==> src/rtl/i2cm_pkg.sv <==
package i2cm_pkg;

    typedef enum logic [2:0] {
        EV_NONE   = 3'd0,
        EV_START  = 3'd1,
        EV_RSTART = 3'd2,
        EV_STOP   = 3'd3,
        EV_TX     = 3'd4,
        EV_RX     = 3'd5,
        EV_ACK    = 3'd6,
        EV_BAD    = 3'd7
    } ev_t;

    localparam int HALF_W = 5;

    // Requested line state for one half-period (1 = pull low)
    typedef struct packed {
        logic scl_low;
        logic sda_low;
    } pins_t;

    function automatic logic is_valid_ev(ev_t e);
        return (e != EV_NONE) && (e != EV_BAD);
    endfunction

    // Events made of clock pulses whose data bit is applied after SCL falls
    function automatic logic is_byte_ev(ev_t e);
        return (e == EV_TX) || (e == EV_RX) || (e == EV_ACK);
    endfunction

    function automatic logic [HALF_W-1:0] last_half(ev_t e);
        case (e)
            EV_START:  return 5'd1;
            EV_RSTART: return 5'd3;
            EV_STOP:   return 5'd2;
            EV_TX:     return 5'd17;
            EV_RX:     return 5'd15;
            EV_ACK:    return 5'd1;
            default:   return 5'd0;
        endcase
    endfunction

    function automatic pins_t half_pins(ev_t e, logic [HALF_W-1:0] k,
                                        logic [7:0] tx, logic nack);
        pins_t p;
        logic [3:0] b;
        p = '0;
        b = k[4:1];
        case (e)
            EV_START: begin
                p.scl_low = (k == 5'd1);
                p.sda_low = 1'b1;
            end
            EV_RSTART: begin
                p.scl_low = (k == 5'd0) || (k == 5'd3);
                p.sda_low = (k >= 5'd2);
            end
            EV_STOP: begin
                p.scl_low = (k == 5'd0);
                p.sda_low = (k <= 5'd1);
            end
            EV_TX: begin
                p.scl_low = ~k[0];
                p.sda_low = (b < 4'd8) ? ~tx[3'd7 - b[2:0]] : 1'b0;
            end
            EV_RX: begin
                p.scl_low = ~k[0];
                p.sda_low = 1'b0;
            end
            EV_ACK: begin
                p.scl_low = ~k[0];
                p.sda_low = ~nack;
            end
            default: p = '0;
        endcase
        return p;
    endfunction

endpackage

==> src/rtl/i2cm_baud.sv <==
module i2cm_baud #(
    parameter int RLD_W = 12
) (
    input  logic             clk,
    input  logic             rst,
    input  logic             start,
    input  logic             run,
    input  logic [RLD_W-1:0] reload,
    output logic             tick,
    output logic [RLD_W-1:0] reload_q
);
    logic [RLD_W-1:0] cnt;

    assign tick = run && (cnt == reload_q);

    always_ff @(posedge clk) begin
        if (rst) begin
            cnt      <= '0;
            reload_q <= '0;
        end else if (start) begin
            cnt      <= '0;
            reload_q <= reload;
        end else if (run) begin
            cnt <= tick ? '0 : cnt + 1'b1;
        end
    end
endmodule

==> src/rtl/i2cm_shift.sv <==
module i2cm_shift (
    input  logic       clk,
    input  logic       rst,
    input  logic       load,
    input  logic [7:0] tx_in,
    input  logic       sample_rx,
    input  logic       sample_ack,
    input  logic       sda_in,
    output logic [7:0] tx_q,
    output logic [7:0] rx_q,
    output logic       nack_q
);
    always_ff @(posedge clk) begin
        if (rst) begin
            tx_q   <= '0;
            rx_q   <= '0;
            nack_q <= 1'b0;
        end else begin
            if (load)       tx_q   <= tx_in;
            if (sample_rx)  rx_q   <= {rx_q[6:0], sda_in};
            if (sample_ack) nack_q <= sda_in;
        end
    end
endmodule

==> src/rtl/i2cm_seq.sv <==
module i2cm_seq
    import i2cm_pkg::*;
(
    input  logic       clk,
    input  logic       rst,
    input  logic       cmd_valid,
    input  logic [2:0] cmd_code,
    input  logic [7:0] cmd_tx_byte,
    input  logic       cmd_nack,
    input  logic       wcol_clear,
    input  logic       tick,
    input  logic [7:0] tx_q,
    output logic       accept,
    output logic       active,
    output logic       done,
    output logic       wcol,
    output logic       scl_oe,
    output logic       sda_oe,
    output logic       sample_rx,
    output logic       sample_ack,
    output ev_t        ev_q
);
    ev_t              code_in;
    logic [HALF_W-1:0] k_q;
    logic [HALF_W-1:0] k_nxt;
    logic             nack_q;
    logic             defer_q;
    logic             pend_q;
    logic             at_last;
    pins_t            p_first;
    pins_t            p_next;

    always_comb begin
        code_in = ev_t'(cmd_code);
        k_nxt   = k_q + 1'b1;
        at_last = (k_q == last_half(ev_q));
        accept  = cmd_valid && !active && is_valid_ev(code_in);
        p_first = half_pins(code_in, '0, cmd_tx_byte, cmd_nack);
        p_next  = half_pins(ev_q, k_nxt, tx_q, nack_q);
        sample_rx  = active && tick && (ev_q == EV_RX) && k_q[0];
        sample_ack = active && tick && (ev_q == EV_TX) && at_last;
    end

    always_ff @(posedge clk) begin
        if (rst) begin
            active  <= 1'b0;
            done    <= 1'b0;
            wcol    <= 1'b0;
            scl_oe  <= 1'b0;
            sda_oe  <= 1'b0;
            ev_q    <= EV_NONE;
            k_q     <= '0;
            nack_q  <= 1'b0;
            defer_q <= 1'b0;
            pend_q  <= 1'b0;
        end else begin
            done    <= 1'b0;
            defer_q <= 1'b0;
            if (defer_q) sda_oe <= pend_q;

            if (wcol_clear)         wcol <= 1'b0;
            if (cmd_valid && active) wcol <= 1'b1;

            if (accept) begin
                active <= 1'b1;
                ev_q   <= code_in;
                k_q    <= '0;
                nack_q <= cmd_nack;
                scl_oe <= p_first.scl_low;
                if (is_byte_ev(code_in)) begin
                    pend_q  <= p_first.sda_low;
                    defer_q <= 1'b1;
                end else begin
                    sda_oe <= p_first.sda_low;
                end
            end else if (active && tick) begin
                if (at_last) begin
                    active <= 1'b0;
                    done   <= 1'b1;
                    if (is_byte_ev(ev_q)) scl_oe <= 1'b1;
                end else begin
                    k_q    <= k_nxt;
                    scl_oe <= p_next.scl_low;
                    if (is_byte_ev(ev_q) && !k_nxt[0]) begin
                        pend_q  <= p_next.sda_low;
                        defer_q <= 1'b1;
                    end else begin
                        sda_oe <= p_next.sda_low;
                    end
                end
            end
        end
    end
endmodule

==> src/rtl/i2c_byte_master.sv <==
module i2c_byte_master
    import i2cm_pkg::*;
#(
    parameter int RLD_W = 12
) (
    input  logic             clk,
    input  logic             rst,
    input  logic [RLD_W-1:0] half_reload,
    input  logic             cmd_valid,
    input  logic [2:0]       cmd_code,
    input  logic [7:0]       cmd_tx_byte,
    input  logic             cmd_nack,
    input  logic             wcol_clear,
    input  logic             sda_in,
    output logic             scl_oe,
    output logic             sda_oe,
    output logic             busy,
    output logic             done,
    output logic [7:0]       rx_byte,
    output logic             slave_nack,
    output logic             wcol
);
    logic             accept;
    logic             tick;
    logic             sample_rx;
    logic             sample_ack;
    logic [7:0]       tx_q;
    logic [RLD_W-1:0] reload_q;
    ev_t              ev_q;
    logic [2:0]       cur_ev;

    assign cur_ev = ev_q;

    i2cm_baud #(.RLD_W(RLD_W)) u_baud (
        .clk      (clk),
        .rst      (rst),
        .start    (accept),
        .run      (busy),
        .reload   (half_reload),
        .tick     (tick),
        .reload_q (reload_q)
    );

    i2cm_shift u_shift (
        .clk        (clk),
        .rst        (rst),
        .load       (accept),
        .tx_in      (cmd_tx_byte),
        .sample_rx  (sample_rx),
        .sample_ack (sample_ack),
        .sda_in     (sda_in),
        .tx_q       (tx_q),
        .rx_q       (rx_byte),
        .nack_q     (slave_nack)
    );

    i2cm_seq u_seq (
        .clk         (clk),
        .rst         (rst),
        .cmd_valid   (cmd_valid),
        .cmd_code    (cmd_code),
        .cmd_tx_byte (cmd_tx_byte),
        .cmd_nack    (cmd_nack),
        .wcol_clear  (wcol_clear),
        .tick        (tick),
        .tx_q        (tx_q),
        .accept      (accept),
        .active      (busy),
        .done        (done),
        .wcol        (wcol),
        .scl_oe      (scl_oe),
        .sda_oe      (sda_oe),
        .sample_rx   (sample_rx),
        .sample_ack  (sample_ack),
        .ev_q        (ev_q)
    );
endmodule

==> config.mk <==
export PLATFORM = sky130hd
export DESIGN_NAME = i2c_byte_master
export DESIGN_NICKNAME = d
export VERILOG_FILES = /design/src/rtl/i2cm_pkg.sv /design/src/rtl/i2cm_baud.sv /design/src/rtl/i2cm_shift.sv /design/src/rtl/i2cm_seq.sv /design/src/rtl/i2c_byte_master.sv
export SDC_FILE = /design/constraint.sdc
export NUM_CORES = 1
export LEC_CHECK = 0
export BUFFER_PORTS_ARGS = -buffer_cell sky130_fd_sc_hd__buf_2
export CAP_MARGIN = 25
export CORE_ASPECT_RATIO = 0.8
export CORE_UTILIZATION = 25
export DETAILED_ROUTE_END_ITERATION = 6
export PLACE_DENSITY = 0.4
export SETUP_SLACK_MARGIN = 0.05
export SYNTH_ARGS = -nofsm -noshare
export SYNTH_HDL_FRONTEND = slang
export SYNTH_SLANG_ARGS = --single-unit
export TNS_END_PERCENT = 10
==> constraint.sdc <==
create_clock -name clk -period 3 [get_ports clk]
set_clock_uncertainty 0.15 [all_clocks]
set_input_delay 0.3 -clock clk [delete_from_list [all_inputs] [get_ports clk]]
set_output_delay 0.3 -clock clk [all_outputs]
set_load 0.01 [all_outputs]
==> summary.md <==
| Metric | Value |
|---|---|
| Drt wl/cell | roughly 14 µm |
| Initial core utilization | between 20% and 30% |
| Synth top cells by count | nand2_1 (63), dfxtp_1 (57), nor2_1 (33), a21oi_1 (32), clkbuf_1 (20) |
| Drt first pass iters | 4 |
| Worst-case reg-to-reg path depth | 8 |
| First-pass GRT wire length | ~13000 µm |
| Cell area after synthesis | around 2900 µm² |
| Non-filler cells, final | approximately 530 |
| Hold path depth | 2 |
| Synth Area in Adders | ~2.6% |
| Final worst-path cycle share | between 80% and 90% |
| Starting DRT DRC Count | just over 80 |
| Final setup viols | 0 |
| Max VDD drop | between 0.2 and 0.3 mV |
| Total power per unit cell area | 576.6 nW/µm² |
| CTS HTree Levels | 3 |
| Crit-path slowest cell | dfxtp_1 |
| Initial antenna violation count | 0 |
| Multiplexer share of the synthesized area | 6.556% |
| Final Instance Area | ~3500 µm² |
| Run status | finished, final reports clean |
| FF+latch count, synth | between 50 and 60 |
| Layout cells sized above 1 | a little under a fifth |
| Compound-gate portion of the synthesized area | ~12% |
| Hold_buf cts | 0 |
| Placed inst area | 3221 µm² |
| WP data required | around 3100 ps |
| Fin. Hold Viols | 0 |
| Switching share of power | 24.59% |
| Worst Setup Path Type | register to register |
| Post-synthesis cell count | 347 |
| Simple-gate area share of the yosys netlist | around a quarter |
| Final Wtd Congestion | about 0.76 |
| Top cells by area, synth | dfxtp_1 (40%), nand2_1 (8.3%), a21oi_1 (5.6%) |
| Post-synth top area cell | dfxtp_1 |
| Post-CTS Setup Inserts | 0 |
| Critical path launch point type | register |
| Synth Area in XOR/XNOR | a little under a tenth |
| Post-place setup slack | ~310 ps |
| Total Neg Setup Slack | 0 ps |
| Max clock buf depth | 2 |
| Count leader, synth | nand2_1 |
| Die Ht | approximately 100 µm |
| Die ar. | approximately 12000 µm² |
| Internal power | ~1.5 mW |
| CTS tree | done |
| Fmax | ~370 MHz |
| Total Wirelength | 7531 µm |
| Clock-pin slew on the worst setup and hold paths | about 50 ps |
| ANT cells | 0 |
| Fillers | about 1200 |
| Final min period | ~2700 ps |
| Unrepaired setup endpoints after global routing | false |
| Crit path capture type | register |
| Sequential power share | between 40% and 50% |
| Largest family of logic cells by synthesized area | simple AND/OR/NAND/NOR gates |
| Clk sinks | 57 |
| Global-route congestion overflow total | 0 |
| Die X | approximately 120 µm |
| Top cell type's share of synthesized area | between 30% and 40% |
| Worst slew pin tran | between 400 and 500 ps |
| Cts repair resizes | 0 |
| Synth Flop Type | dfxtp_1 |
| Root buffer cell | clkbuf_16 |
| DRC viols | 0 |
| Asr flop ratio synth | 0% |
| Net switching power of the design | 0.4986 mW |
| Leak | between 1 and 1.5 nW |
| Critical Path Max Stage Delay | ~530 ps |
| Clock power frac | roughly half |
| Vias | around 2400 |
| Post-synth cell types | 48 |
| Net count, final | 420 |
| Crit-path max FO | 12 |
| Worst setup margin | 301.5 ps |
| CP arrival | ~2800 ps |
| IO Pins | 43 |
| Pin count of the biggest net entering global routing | 39 |
| Slew headroom | roughly 67% |
| Max Cap Viol | 0 |
| Syn Nets | about 380 |
| Post-Syn Area per Cell | 8.250 µm² |
| Cell Rows | 34 |
| Final ANT Viol Nets | 0 |
| Vias in the first global route | between 2000 and 2500 |
| Total GRT Usage | ~14% |
| Cell Count Post-Placement | just over 500 |
| Final core occ | a little under a third |
| Hold Crit Class | primary input to register |
| Register area share after synthesis | about two fifths |
| Layout area overhead | 22.81% |
| CORE AREA | between 10000 and 15000 µm² |
| Max-slew violation count | 0 |
| Yosys Warn Count | 0 |
| Post-synth EDFFs | 0 |
| HPWL Detailed | roughly 5500 µm |
| Power share of the combinational group | between 10% and 20% |
| Cell Chain, Critical Path | inv_1 -> ha_1 -> inv_2 -> mux4_2 -> or4b_1 -> nand2_1 -> nor4b_1 -> o31ai_1 |
| I/O Buffers | 42 |
| Via/cell ratio | roughly 4.6 |
| Number of CTS-inserted buffers | 9 |
| Later-pin clock latency in the skew report | between 300 and 400 ps |
[layer usage]
layer  part of all wire [%]  track usage, %  vias to the layer above  wire length [µm]
met4                    1.6           5.318                        0               122
met5                      0               0                        -                 0
li1                       -               -                     1266                 -
met2                     37           17.48                       46              2820
met3                    3.9           3.932                       10               296
met1                     57           22.02                     1126              4291
[worst max-delay path, delay by kind of cell (launching register included)]
family / cells / cell delay (ps)
flops: 1 / 530
compound gates: 1 / 220
buf+inv: 2 / 230
mux: 1 / 490
fa+ha+maj: 1 / 370
simple gates: 3 / 620
[state kept, by name, summed over array words and instances, names as in the netlist, 3 cells and up]
| signal | flops |
|---|---|
| u_baud.cnt | 12 |
| u_baud.reload_q | 12 |
| u_seq.ev_q | 3 |
| u_seq.k_q | 5 |
| u_shift.rx_q | 8 |
| u_shift.tx_q | 8 |
[layout by cell type (no fill, tap or decap), drive strengths merged, types with 3 or more instances in the layout]
| cell type | count |
|---|---|
| nor3 | 3 |
| xnor2 | 17 |
| clkinv | 3 |
| nor2b | 4 |
| a211oi | 3 |
| a21oi | 32 |
| and3 | 6 |
| xor2 | 13 |
| nor4 | 4 |
| nand2 | 63 |
| o211ai | 3 |
| clkbuf | 10 |
| inv | 4 |
| mux2i | 12 |
| nand2b | 10 |
| nand3 | 11 |
| o21ai | 6 |
| nor2 | 33 |
| dfxtp | 57 |
| buf | 51 |
| ha | 6 |
[final cells by class]
class / count / area [µm²] / share of cell area (%)
tap: 144 / 180.2 / 5.125
clock inverter: 5 / 56.30 / 1.601
inverter: 4 / 15.01 / 0.4270
timing repair buffer: 51 / 277.8 / 7.900
clock buffer: 10 / 239.0 / 6.797
multi-input combinational: 262 / 1607 / 45.69
sequential: 57 / 1141 / 32.46
[metrics by stage]
| stage | hold slack, ps | total power, mW |
|---|---|---|
| finish | 40.63 | 2.027 |
| global route | 51.86 | 2.130 |
| CTS | 24.87 | 2.060 |
| detailed placement | 305.3 | 1.036 |
| global placement | 301.0 | 1.036 |
| floorplan | 283.1 | 0.9598 |
[final timing paths]
path	from	slack (ps)	endpoint
worst min register to register	u_shift.tx_q[7]	310	u_shift.tx_q[7]
worst max register to register	u_seq.k_q[0]	300	u_seq.sda_oe
worst max-delay path	u_seq.k_q[0]	300	u_seq.sda_oe
worst min-delay path	rst	40	u_seq.active
[power by group through the flow]
stage               clock network [mW]  registers, mW  logic, mW
floorplan                            0          0.819      0.141
global placement                     0          0.830      0.206
detailed placement                   0          0.829      0.207
CTS                               1.04          0.813      0.208
global route                      1.08          0.817      0.234
finish                            1.01          0.813      0.205
[cell families after synthesis]
kind of cell | count (synthesis)
simple gates | 152
compound gates | 58
flops | 57
xor+xnor | 30
buf+inv | 28
mux | 16
fa+ha+maj | 6
Power figures use the tool's default switching activity.
